**src/rtl/ptc_pkg.sv**
```systemverilog
package ptc_pkg;
  localparam int N_SUB = 4;

  typedef enum logic [1:0] {
    LVL_ANY   = 2'b00,
    LVL_TWO   = 2'b01,
    LVL_THREE = 2'b10,
    LVL_FOUR  = 2'b11
  } trig_lvl_e;
endpackage

```
**src/rtl/ptc_level_logic.sv**
```systemverilog
module ptc_level_logic
  import ptc_pkg::*;
(
  input  trig_lvl_e        lvl,
  input  logic [N_SUB-1:0] hit,
  output logic             fire
);
  logic pair_lo, pair_hi;

  assign pair_lo = hit[0] | hit[1];
  assign pair_hi = hit[2] | hit[3];

  always_comb begin
    unique case (lvl)
      LVL_ANY:   fire = |hit;
      LVL_TWO:   fire = pair_lo & pair_hi;
      LVL_THREE: fire = pair_lo & hit[2] & hit[3];
      LVL_FOUR:  fire = &hit;
      default:   fire = 1'b0;
    endcase
  end
endmodule

```
**src/rtl/ptc_refresh_timer.sv**
```systemverilog
module ptc_refresh_timer #(
  parameter int WIN_W = 8
) (
  input  logic             clk,
  input  logic             rst,
  input  logic             hit,
  input  logic             freeze,
  input  logic [WIN_W-1:0] win_len,
  output logic             refresh
);
  logic [WIN_W-1:0] cnt_q;
  logic             refresh_q;
  logic             expire;

  assign expire = (win_len != '0) && (cnt_q == win_len - 1'b1);

  always_ff @(posedge clk) begin
    if (rst) begin
      cnt_q     <= '0;
      refresh_q <= 1'b0;
    end else if (freeze) begin
      refresh_q <= 1'b0;
    end else if (!hit) begin
      cnt_q     <= '0;
      refresh_q <= 1'b0;
    end else if (expire) begin
      cnt_q     <= '0;
      refresh_q <= 1'b1;
    end else begin
      cnt_q     <= cnt_q + 1'b1;
      refresh_q <= 1'b0;
    end
  end

  assign refresh = refresh_q;
endmodule

```
**src/rtl/photon_trig_combiner.sv**
```systemverilog
module photon_trig_combiner
  import ptc_pkg::*;
#(
  parameter int WIN_W = 8
) (
  input  logic             clk,
  input  logic             rst,
  input  logic [3:0]       sub_hit,
  input  logic [1:0]       lvl_sel,
  input  logic [WIN_W-1:0] win_len,
  output logic             mtrig,
  output logic [3:0]       refresh
);
  trig_lvl_e lvl_q;
  logic      mtrig_q;
  logic      lvl_fire;
  logic      trig_now;
  logic      freeze;

  ptc_level_logic u_level (
    .lvl  (lvl_q),
    .hit  (sub_hit),
    .fire (lvl_fire)
  );

  assign trig_now = !mtrig_q && lvl_fire;
  assign freeze   = mtrig_q | trig_now;

  always_ff @(posedge clk) begin
    if (rst) begin
      mtrig_q <= 1'b0;
      lvl_q   <= trig_lvl_e'(lvl_sel);
    end else begin
      if (trig_now) mtrig_q <= 1'b1;
      if (!mtrig_q) lvl_q   <= trig_lvl_e'(lvl_sel);
    end
  end

  for (genvar i = 0; i < N_SUB; i++) begin : g_timer
    ptc_refresh_timer #(.WIN_W(WIN_W)) u_timer (
      .clk     (clk),
      .rst     (rst),
      .hit     (sub_hit[i]),
      .freeze  (freeze),
      .win_len (win_len),
      .refresh (refresh[i])
    );
  end

  assign mtrig = mtrig_q;
endmodule

```
**config.mk**
```make
export PLATFORM = sky130hd
export DESIGN_NAME = photon_trig_combiner
export DESIGN_NICKNAME = d
export VERILOG_FILES = /design/src/rtl/ptc_pkg.sv /design/src/rtl/ptc_level_logic.sv /design/src/rtl/ptc_refresh_timer.sv /design/src/rtl/photon_trig_combiner.sv
export SDC_FILE = /design/constraint.sdc
export NUM_CORES = 1
export LEC_CHECK = 0
export BUFFER_PORTS_ARGS = -buffer_cell sky130_fd_sc_hd__buf_2
export CAP_MARGIN = 30
export CORE_MARGIN = 2
export CORE_UTILIZATION = 40
export CTS_CLUSTER_DIAMETER = 150
export DETAILED_ROUTE_END_ITERATION = 8
export GPL_ROUTABILITY_DRIVEN = 0
export PLACE_DENSITY = 0.68
export SLEW_MARGIN = 20
export SYNTH_ARGS = -nofsm -noshare
export SYNTH_HDL_FRONTEND = slang
export SYNTH_SLANG_ARGS = --single-unit
```
**constraint.sdc**
```tcl
create_clock -name clk -period 7.6 [get_ports clk]
set_input_delay 1.14 -clock clk [delete_from_list [all_inputs] [get_ports clk]]
set_output_delay 1.14 -clock clk [all_outputs]
set_load 0.02 [all_outputs]
```
-- After elaboration in Yosys (flattened, before gate mapping)
Index checks and enable logic that the tools add are counted.
- memories kept: 0
- logic and storage cells: 62
- register bits: 39
- output and inout bits: 5
- bits in read-only memories: 0
- memory bits (writable): 0
- input bits: 16
- bits in latches: 0
- divide/modulo/power cells: 0
- multiplexer cells: 15
- reductions and logical operators: 14
- add/sub/neg operators: 5
- bitwise operators: 10
- $mul: 0
- shifts and indexed selects: 0
- order comparisons: 0
- equal/unequal tests: 8
- operators by type and width (kind ; count):
    $mux 8 ; 8
    $add 8x1->8 const B ; 4
    $eq 8x8->1 ; 4
    $reduce_or 3->1 ; 4
    $reduce_bool 8->1 ; 1
    $sub 8x1->8 const B ; 1
    $logic_and 1x1->1 ; 5
    $eq 2x2->1 const B ; 2
    $mux 1 ; 4
    $mux 2 ; 2
    $not 1->1 ; 4
    $pmux 1 s4 ; 1
    $reduce_and 4->1 ; 1
    $reduce_or 4->1 ; 1
    $and 1x1->1 ; 3
    $or 1x1->1 ; 3
    $eq 2x1->1 const B ; 1
    $logic_not 2->1 ; 1
    $ne 2x2->1 const B ; 1
    $logic_not 1->1 ; 1

-- Longest topological paths before layout
Gate-level depths: netlist of run 1.
- depth after elaboration: 7
- depth in mapped cells: 9

-- Modules after synthesis
Synthesis of run 1 repeated with hierarchy kept, for this count alone.
- cell total of the unflattened synthesis: 339
- area total of the unflattened synthesis: 2980.4 um^2
- by module, submodules not included (module ; cells an instance ; area an instance (um^2) ; seq. area each (um^2) ; times used):
    ptc_refresh_timer ; 81 ; 706.9 ; 180.2 ; 4
    photon_trig_combiner ; 6 ; 102.6 ; 80.1 ; 1
    ptc_level_logic ; 9 ; 50.0 ; 0.0 ; 1

-- Least setup slack after synthesis of run 1
Ideal clock, no wire load.
- path type: in2reg
- start: input win_len[0]
- end: register g_timer[2].u_timer.cnt_q[1]
- cell stages on the path: 8
- required time: 7.483 ns
- path buffers: 1
- path slack: 4.329 ns
- data arrival time: 3.153 ns
- cells stage by stage: buf_2 -> inv_1 -> ha_1 -> or3b_1 -> or4_1 -> a32oi_2 -> nand4b_4 -> a32o_1
- word-level cells in the longest chain between the ends: 5
- elaborated cells between the ends (all ways): 6
- ends and longest elaborated chain (item ; RTL line ; source):
    start, declared ; photon_trig_combiner.sv:10 ; input logic [WIN_W-1:0] win_len,
    $sub 8x1->8 ; ptc_refresh_timer.sv:15 ; assign expire = (win_len != '0) && (cnt_q == win_len - 1'b1);
    $eq 8x8->1 ; ptc_refresh_timer.sv:15 ;
    $logic_and 1x1->1 * ; ptc_refresh_timer.sv:15 ;
    $mux 8 * ; ptc_refresh_timer.sv:26 ; end else if (expire) begin
    $mux 8 * ; ptc_refresh_timer.sv:23 ; end else if (!hit) begin
    end signal, assigned ; ptc_refresh_timer.sv:30 ; cnt_q <= cnt_q + 1'b1;
    end, declared ; ptc_refresh_timer.sv:11 ; logic [WIN_W-1:0] cnt_q;
Mark *: on every way between the ends. The rest lies on a longest branch, timed or not.
A chain may end at the register's enable or synchronous reset.

-- Worst setup path in the final report of run 1
- start: input win_len[0]
- end: register g_timer[1].u_timer.cnt_q[4]
- word-level cells in the longest chain between the ends: 5
- elaborated cells between the ends (all ways): 6
- ends and longest elaborated chain (item ; RTL line):
    $sub 8x1->8 ; ptc_refresh_timer.sv:15
    $eq 8x8->1 ; ptc_refresh_timer.sv:15
    $logic_and 1x1->1 * ; ptc_refresh_timer.sv:15
    $mux 8 * ; ptc_refresh_timer.sv:26
    $mux 8 * ; ptc_refresh_timer.sv:23
    end signal, assigned ; ptc_refresh_timer.sv:30
    end, declared ; ptc_refresh_timer.sv:11
Marked as above.

==> flow_summary.toml, run 1 <==
[status]
status = "finished clean"

[timing]
max_slew_margin_pct = 43.6
finalCritPeriodShare_pct = 45.7
setup_tns_ns = 0
fin_skew_ns = 0.00538
worstMarginPinSlew_ns = 0.842
fmax_mhz = 288
finalSetupViolCount = 0
period_needed_ns = 3.47
slew_viol_final = 0
hold_viol = 0
whs_ns = 0.512
rsz0062_at_grt = "no"

[worst_setup_path]
setup.worst_path.class = "input port to flop"
cp-startpoint = "win_len[0]"
cp_max_fo = 8
regToRegStartpoint = "g_timer[1].u_timer.cnt_q[3]"
crit_cells = 9
r2r_end = "g_timer[1].u_timer.cnt_q[4]"
path_delay_family = "compound AO/OA/AOI/OAI gates"
crit_arrival_ns = 3.66
cp.required_ns = 7.79
rrSetupSlack_ns = 5.35
start_kind = "input port"
worstSetupEndpointType = "flop"
slowest_stage = "a2111oi_1"
worstPathCellList = "buf_2, inv_1, ha_1, nor3b_1, nand3_1, a2111oi_1, a41oi_2, o21bai_2, nor2_1"
r2r_cells = 5
cpPeakStageDelay_ns = 0.64
endpoint = "g_timer[1].u_timer.cnt_q[4]"
path_buf_inv = 2

[floorplanning]
num_io_pins = 21
initial_utilization_pct = 41.8
fp-row-count = 29
core-area_um2 = 6460
die_y_um = 86.2
die_area_um2 = 7430
die_w_um = 86.2

[final_layout]
fin_area_um2 = 2910
stdcell_count = 380
synthToLayoutAreaGrowth_pct = 7.74
n_antenna_cell = 0
drive_above_1_share_pct = 14.5
finalNetCount = 323

[place]
dp_cells = 372
io_buffers = 20
placed_area_um2 = 2810
hpwl_mm = 4.55

[clocking]
cts.sink_count = 39
cts_max_level = 2
clk_pin_slew_worst_paths_ns = 0.08
clockBufferDepth = 2
cts_hold_buf = 0
cts_inserted_buffers = 5
cts_setup_buffers = 0
cts_resized = 0
cts-root-buf = "clkbuf_8"
clock_latency_ns = 0.29
cts_tree = "built"

[synthesis]
yosysTopAreaCell = "dfxtp_1"
syn_avg_cell_area_um2 = 9.19
ys_seq_area_share_pct = 29.6
synth.area.top_cells = "dfxtp_1 27%, xnor2_1 8.1%, xnor3_1 7.5%"
syn_inst = 294
syn_nets = 315
syn_area_um2 = 2700
ys_seq_elements = 39
yosys.area.top_type_share_pct = 27.4
synthArstFlopShare_pct = 0
yosysWarningCount = 0
synth-edff-count = 2
synth_flop_cell = "dfxtp_1"
synth_cell_types = 53

[routing]
wire_per_inst_um = 16.4
dr_total_vias = 2143
dr.pass1.iters = 4
drtIter0Drc = 173
drc = 0
ant_nets = 0
vias_per_cell = 5.64
finalWirelength_mm = 6.24

[global_route]
grt_overflow = 0
grt_pass1_vias = 2168
grt_max_degree = 22
grt_antenna_before_repair = 0
track_usage_pct = 18.5
grt_pass1_wl_mm = 10.8

[power]
vdd_drop_max_mv = 0.0820
power_density_nw_per_um2 = 158
total_power_uw = 459
power_leakage_nw = 1.06

[job]
cap_violations = 0

[min_path]
hold_path_class = "flop to flop"
-- Yosys cell counts (3+ instances only) --
cell type	instances
buf_4	4
nor4b_1	9
nor3_1	3
clkbuf_1	10
nand2b_1	5
inv_1	10
nor2_1	20
nand4_1	6
dfxtp_1	37
xnor3_1	9
nand2_1	27
a21oi_1	11
o21ai_0	4
ha_1	5
and3_1	3
xnor2_1	25
nand3_1	24
nor4_1	6
or4_1	3
xor2_1	15
a211oi_1	5
a31oi_1	4
nand3b_1	4
-- cell type report --
type                       instances  area, um^2
clock inverter                     1        7.51
fill                             630        3550
tap                               77        96.3
clock buffer                       7        96.3
timing repair buffer              21         111
inverter                          10        37.5
multi-input combinational        225        1760
sequential                        39         801
-- routing by layer --
| layer | GRT usage (%) | share of wire [%] | up-vias |
|---|---|---|---|
| met5 | 0 | 0 | - |
| met4 | 6.68 | 1.7 | 0 |
| met3 | 2.76 | 3.7 | 8 |
| met2 | 30.0 | 47 | 44 |
| met1 | 25.2 | 48 | 1011 |
| li1 | - | - | 1080 |
-- metrics by stage --
stage	setup slack [ns]	utilization, %
2_1_floorplan	4.33	-
3_3_place_gp	3.90	43.3
3_5_place_dp	3.86	43.5
4_1_cts	4.11	45.1
5_1_grt	3.82	45.1
6_report	4.13	45.1
-- kinds of logic after synthesis --
kind of cell	count (synthesis)	synth area share (%)
AOI/OAI and AO/OA	46	14.3
and+or+nand+nor	121	25.4
muxes	2	0.741
xor gates and xnor gates	51	22.2
DFF	39	29.6
buffers and inverters	30	5.37
adders and majority gates	5	2.32
-- where the power goes --
| group | switching [mW] | internal (mW) |
|---|---|---|
| Sequential | 0.00832 | 0.210 |
| Combinational | 0.0498 | 0.0305 |
| Clock | 0.0774 | 0.0826 |
-- registers in the layout, summed over array words and instances (netlist names) --
signal and count:
g_timer.u_timer.refresh 4, mtrig 1, g_timer.u_timer.cnt_q 32, lvl_q 2
-- cell usage in the layout, fill, tap and decap left out, types with 4 or more instances in the layout --
cell type,count
dfxtp_1,37
nand2_1,27
xnor2_1,25
nand3_1,24
nor2_1,20
buf_2,20
xor2_1,15
a21oi_1,11
inv_1,10
xnor3_1,9
nor4b_1,9
clkbuf_8,7
nand4_1,6
nor4_1,6
nand2b_1,5
ha_1,5
a31oi_1,4
a211oi_1,4
nand3b_1,4
o21ai_0,4
-- worst min-delay path by stage --
stage / start / end / slack, ns / cells after the start
finish: g_timer[2].u_timer.cnt_q[7] / g_timer[2].u_timer.cnt_q[7] / 0.51 / 2
global route: g_timer[0].u_timer.cnt_q[1] / g_timer[0].u_timer.cnt_q[1] / 0.53 / 2
CTS: g_timer[2].u_timer.cnt_q[7] / g_timer[2].u_timer.cnt_q[7] / 0.51 / 2
detailed placement: g_timer[2].u_timer.cnt_q[7] / g_timer[2].u_timer.cnt_q[7] / 0.50 / 2
global placement: g_timer[2].u_timer.cnt_q[7] / g_timer[2].u_timer.cnt_q[7] / 0.49 / 2
floorplan: g_timer[2].u_timer.cnt_q[7] / g_timer[2].u_timer.cnt_q[7] / 0.47 / 2
-- worst reg2reg max path: cells and delay by family, from the launching register on --
kind | cells | cell delay [ns]
xor+xnor | 1 | 0.44
simple gates | 1 | 0.09
compound gates | 3 | 1.18
flops | 1 | 0.44
Power figures use the tool's default switching activity.
==> run 2, diff against run 1 <==
--- a/config.mk
+++ b/config.mk
@@ -12,7 +12,7 @@
 export CTS_CLUSTER_DIAMETER = 150
 export DETAILED_ROUTE_END_ITERATION = 8
 export GPL_ROUTABILITY_DRIVEN = 0
-export PLACE_DENSITY = 0.68
+export PLACE_DENSITY = 0.7
 export SLEW_MARGIN = 20
 export SYNTH_ARGS = -nofsm -noshare
 export SYNTH_HDL_FRONTEND = slang
==> constraint.sdc (replaced) <==
create_clock -name clk -period 2.9 [get_ports clk]
set_input_delay 0.435 -clock clk [delete_from_list [all_inputs] [get_ports clk]]
set_output_delay 0.435 -clock clk [all_outputs]
set_load 0.02 [all_outputs]
==> run 2 against run 1 <==
Compared with the run above:
- critical path depth is 1 higher
- final area is 2.4% higher
- final cell count is 1.6% higher
- utilization is 1.1 points higher
- total power grew to 2.9 times the previous value
- sequential power grew to 2.6 times the previous value
- combinational power grew to 2.7 times the previous value
- global-route usage is 1.5 points lower
- setup slack worse by 3.8 ns
- register-to-register slack worse by 4.6 ns
- die area stayed put
==> flow_summary.toml, run 2 (synthesis gave the netlist of run 1 again) <==
[status]
status = "finished clean"

[timing]
rsz0062_at_grt = "no"
setup_tns_ns = 0
fin_skew_ns = 0.0100
slew_viol_final = 0
worstMarginPinSlew_ns = 0.832
max_slew_margin_pct = 44.4
hold_viol = 0
fmax_mhz = 388
finalSetupViolCount = 0
period_needed_ns = 2.58
finalCritPeriodShare_pct = 88.9

[worst_setup_path]
cpPeakStageDelay_ns = 0.59
rrSetupSlack_ns = 0.73
cp_max_fo = 6
crit_arrival_ns = 2.76
r2r_cells = 6
r2r_end = "g_timer[0].u_timer.cnt_q[3]"
worstSetupEndpointType = "flop"
setup.worst_path.class = "input port to flop"
start_kind = "input port"
worstPathCellList = "buf_2, inv_1, ha_1, nor3b_1, nand3_1, a2111oi_1, buf_4, a41oi_2, o21bai_2, nor2_1"
path_delay_family = "compound AO/OA/AOI/OAI gates"
slowest_stage = "nor3b_1"
crit_cells = 10
cp.required_ns = 3.08
path_buf_inv = 3
regToRegStartpoint = "g_timer[0].u_timer.cnt_q[3]"

[job]
cap_violations = 0

[clocking]
cts_tree = "built"
cts_hold_buf = 0
cts_inserted_buffers = 5
clk_pin_slew_worst_paths_ns = 0.08
clock_latency_ns = 0.30
cts_max_level = 2
cts.sink_count = 39
clockBufferDepth = 2
cts-root-buf = "clkbuf_8"
cts_setup_buffers = 0
cts_resized = 0

[final_layout]
largest_register = "g_timer.u_timer.cnt_q"
n_antenna_cell = 0
largest_register_ffs = 32
drive_above_1_share_pct = 15.9
layout_commonest_cell = "dfxtp_1"
finalNetCount = 329
fin_util_pct = 46.1
final_cell_mix = "37 x dfxtp_1, 27 x nand2_1, 25 x xnor2_1"
fillers = 627
synthToLayoutAreaGrowth_pct = 10.3

[routing]
drtIter0Drc = 106
dr.pass1.iters = 4
wire_per_inst_um = 15.7
vias_per_cell = 5.63
dr_total_vias = 2172
drc = 0
finalWirelength_mm = 6.07
ant_nets = 0

[min_path]
hp-start = "lvl_sel[1]"
hold_end = "lvl_q[1]"
whs_path_depth = 1
hold_path_class = "input port to flop"

[place]
hpwl_mm = 4.46
io_buffers = 20

[global_route]
grt_overflow = 0
track_usage_pct = 17.0
grt_pass1_vias = 2029
grt_max_degree = 22
grt_pass1_wl_mm = 9.85
grt_antenna_before_repair = 0

[floorplanning]
num_io_pins = 21
core-area_um2 = 6460
initial_utilization_pct = 41.8
fp-row-count = 29
die_area_um2 = 7430
die_w_um = 86.2
die_y_um = 86.2

[power]
power_leakage_nw = 1.11
power_density_nw_per_um2 = 447
vdd_drop_max_mv = 0.207
[run 2: how the worst max path moves through the flow]
stage	from	slack (ns)	end
floorplan	win_len[0]	0.33	g_timer[2].u_timer.cnt_q[1]
global placement	win_len[1]	0.14	g_timer[0].u_timer.cnt_q[5]
detailed placement	win_len[1]	0.05	g_timer[3].u_timer.cnt_q[3]
CTS	win_len[1]	0.36	g_timer[0].u_timer.cnt_q[4]
global route	win_len[1]	0.09	g_timer[0].u_timer.cnt_q[6]
finish	win_len[1]	0.32	g_timer[0].u_timer.cnt_q[3]
[run 2: power breakdown]
part | internal, mW | switching, mW | total (mW)
combinational | 0.0829 | 0.136 | 0.219
clock | 0.343 | 0.206 | 0.549
sequential | 0.551 | 0.0133 | 0.565
[run 2: layer usage]
layer  up-vias  share of wire (%)  GRT usage (%)
met5         -                  0              0
met4         0                2.0           8.10
met3         9                5.1           3.90
met2        49                 45           26.4
met1      1034                 48           22.5
li1       1080                  -              -
[run 2: layout make-up]
class                   count  area [um^2]  share of cell area (%)
repair buffers             27          153                    5.12
clock inverters             3         67.6                    2.27
clock buffers               5         68.8                    2.31
multi-input cells         225         1760                    58.9
inverters                  10         37.5                    1.26
flip-flops and latches     39          801                    26.9
well taps                  77         96.3                    3.23
[run 2: metrics by stage]
stage               hold slack (ns)  power, mW  setup WS [ns]  instances  cell area (um^2)
floorplan                     0.465      0.738          0.334        294              2700
global placement              0.486      0.792          0.139        378              2840
detailed placement            0.499      0.796         0.0542        378              2840
CTS                           0.294       1.34          0.357        386              2980
global route                  0.289       1.39         0.0858        386              2980
finish                        0.304       1.33          0.322        386              2980
[run 2: worst register-to-register path, stage by stage (launching register included)]
cell	delay, ns
dfxtp_1	0.44
xor3_1	0.44
a2111oi_1	0.46
buf_4	0.20
a41oi_2	0.15
o21bai_2	0.27
nor2_1	0.09
==> run 3, diff against run 2 <==
--- a/config.mk
+++ b/config.mk
@@ -13,6 +13,7 @@
 export DETAILED_ROUTE_END_ITERATION = 8
 export GPL_ROUTABILITY_DRIVEN = 0
 export PLACE_DENSITY = 0.7
+export REMOVE_ABC_BUFFERS = 1
 export SLEW_MARGIN = 20
 export SYNTH_ARGS = -nofsm -noshare
 export SYNTH_HDL_FRONTEND = slang
==> run 3 against run 2 <==
Compared with the run above:
- clock power decreased by 36%
- wire length increased by 0.26%
- final cell count up 0.78%
- largest power group unchanged
- highest routed layer unchanged
==> flow_summary.toml, run 3 (synthesis gave the netlist of run 1 again) <==
[status]
status = "finished clean"

[min_path]
hp-start = "lvl_sel[0]"
whs_path_depth = 1
hold_path_class = "input port to flop"
hold_end = "lvl_q[0]"

[routing]
dr.pass1.iters = 4
finalWirelength_mm = 6.09
vias_per_cell = 5.62
drc = 0
drtIter0Drc = 132
ant_nets = 0
dr_total_vias = 2185
wire_per_inst_um = 15.7

[worst_setup_path]
cp.required_ns = 3.07
setup.worst_path.class = "input port to flop"
rrSetupSlack_ns = 0.73
worstSetupEndpointType = "flop"
crit_arrival_ns = 2.64
r2r_end = "g_timer[0].u_timer.cnt_q[2]"
cpMostUsedCell = "xnor2_1"
slowest_stage = "a2111oi_1"
cpPeakStageDelay_ns = 0.55
worstPathCellList = "buf_2, inv_1, ha_1, xnor2_1, xnor2_1, a2111oi_1, a41oi_2, o21bai_2, nor2_1"
cp_max_fo = 6
start_kind = "input port"
regToRegStartpoint = "g_timer[0].u_timer.cnt_q[3]"
r2r_cells = 5

[final_layout]
final_cell_mix = "37 x dfxtp_1, 27 x nand2_1, 25 x xnor2_1"
drive_above_1_share_pct = 16.0
stdcell_count = 389
finalNetCount = 332
largest_register_ffs = 32
n_antenna_cell = 0
largest_register = "g_timer.u_timer.cnt_q"
synthToLayoutAreaGrowth_pct = 9.22
layout_commonest_cell = "dfxtp_1"

[global_route]
grt_pass1_wl_mm = 10.3
grt_pass1_vias = 2150
track_usage_pct = 17.7
grt_overflow = 0
grt_antenna_before_repair = 0
grt_max_degree = 22

[clocking]
cts.sink_count = 39
cts_resized = 0
cts-root-buf = "clkbuf_8"
cts_setup_buffers = 0
cts_tree = "built"
cts_hold_buf = 0
cts_max_level = 2
clock_latency_ns = 0.29
cts_inserted_buffers = 5
clk_pin_slew_worst_paths_ns = 0.08
clockBufferDepth = 2

[timing]
period_needed_ns = 2.46
finalSetupViolCount = 0
slew_viol_final = 0
fmax_mhz = 406
rsz0062_at_grt = "no"
hold_viol = 0
max_slew_margin_pct = 49.8
fin_skew_ns = 0.00614
worstMarginPinSlew_ns = 0.751
finalCritPeriodShare_pct = 84.9
setup_tns_ns = 0

[floorplanning]
fp-row-count = 29
num_io_pins = 21
die_w_um = 86.2
core-area_um2 = 6460
die_area_um2 = 7430
initial_utilization_pct = 41.8
die_y_um = 86.2

[place]
io_buffers = 20
hpwl_mm = 4.47
dp_cells = 381

[power]
power_density_nw_per_um2 = 387
vdd_drop_max_mv = 0.344
power_leakage_nw = 1.10
total_power_mw = 1.14

[job]
cap_violations = 0
## run 3: cell types whose count changed in the layout (fill, tap and decap cells not counted), sizes merged
cell	previous run	this run
buf	27	30
clkinvlp	1	0
clkbuf	5	6
bufinv	2	0
clkinv	0	2
## run 3: through the flow
| stage | util (%) | setup WS, ns | hold WS, ns | instance area [um^2] |
|---|---|---|---|---|
| finish | 45.7 | 0.438 | 0.309 | 2950 |
| floorplan | - | 0.482 | 0.459 | 2590 |
| CTS | 45.7 | 0.417 | 0.305 | 2950 |
| detailed placement | 44.4 | 0.149 | 0.496 | 2870 |
| global route | 45.7 | 0.176 | 0.304 | 2950 |
| global placement | 44.4 | 0.243 | 0.495 | 2870 |
## run 3: worst max-delay path: cells and delay by family
kind                     cells  cell delay, ns
AO/OA/AOI/OAI                3            1.07
XOR/XNOR                     2            0.56
adder cells (fa/ha/maj)      1            0.25
buffers and inverters        2            0.22
AND/OR/NAND/NOR              1            0.09
## run 3: layout make-up
type | count | area [um^2]
sequential | 39 | 801
clock inverter | 2 | 7.51
clock buffer | 6 | 72.6
tap | 77 | 96.3
timing repair buffer | 30 | 175
fill | 645 | 3510
multi-input combinational | 225 | 1760
inverter | 10 | 37.5
## run 3: worst max-delay path by stage
stage               start                     endpoint  depth (start not counted)
2_1_floorplan    lvl_q[0]  g_timer[3].u_timer.cnt_q[1]                          6
3_3_place_gp   win_len[0]  g_timer[0].u_timer.cnt_q[7]                          9
3_5_place_dp   win_len[0]  g_timer[0].u_timer.cnt_q[3]                          9
4_1_cts        win_len[0]  g_timer[0].u_timer.cnt_q[2]                          9
5_1_grt        win_len[0]  g_timer[0].u_timer.cnt_q[5]                          9
6_report       win_len[0]  g_timer[0].u_timer.cnt_q[2]                          9
## run 3: power breakdown
part | switching [mW] | total (mW) | internal (mW) | leakage, nW
registers | 0.0221 | 0.574 | 0.552 | 0.320
clock network | 0.189 | 0.353 | 0.164 | 0.0403
logic | 0.130 | 0.216 | 0.0857 | 0.739
total | 0.342 | 1.14 | 0.801 | 1.10
## run 3: per-layer routing
metal  track usage [%]  up-vias  share of wire, %
met5                 0        -                 0
met4              8.24        0               1.5
met3              2.95        7               4.9
met2              27.8       52                47
met1              23.8     1032                46
li1                  -     1094                 -
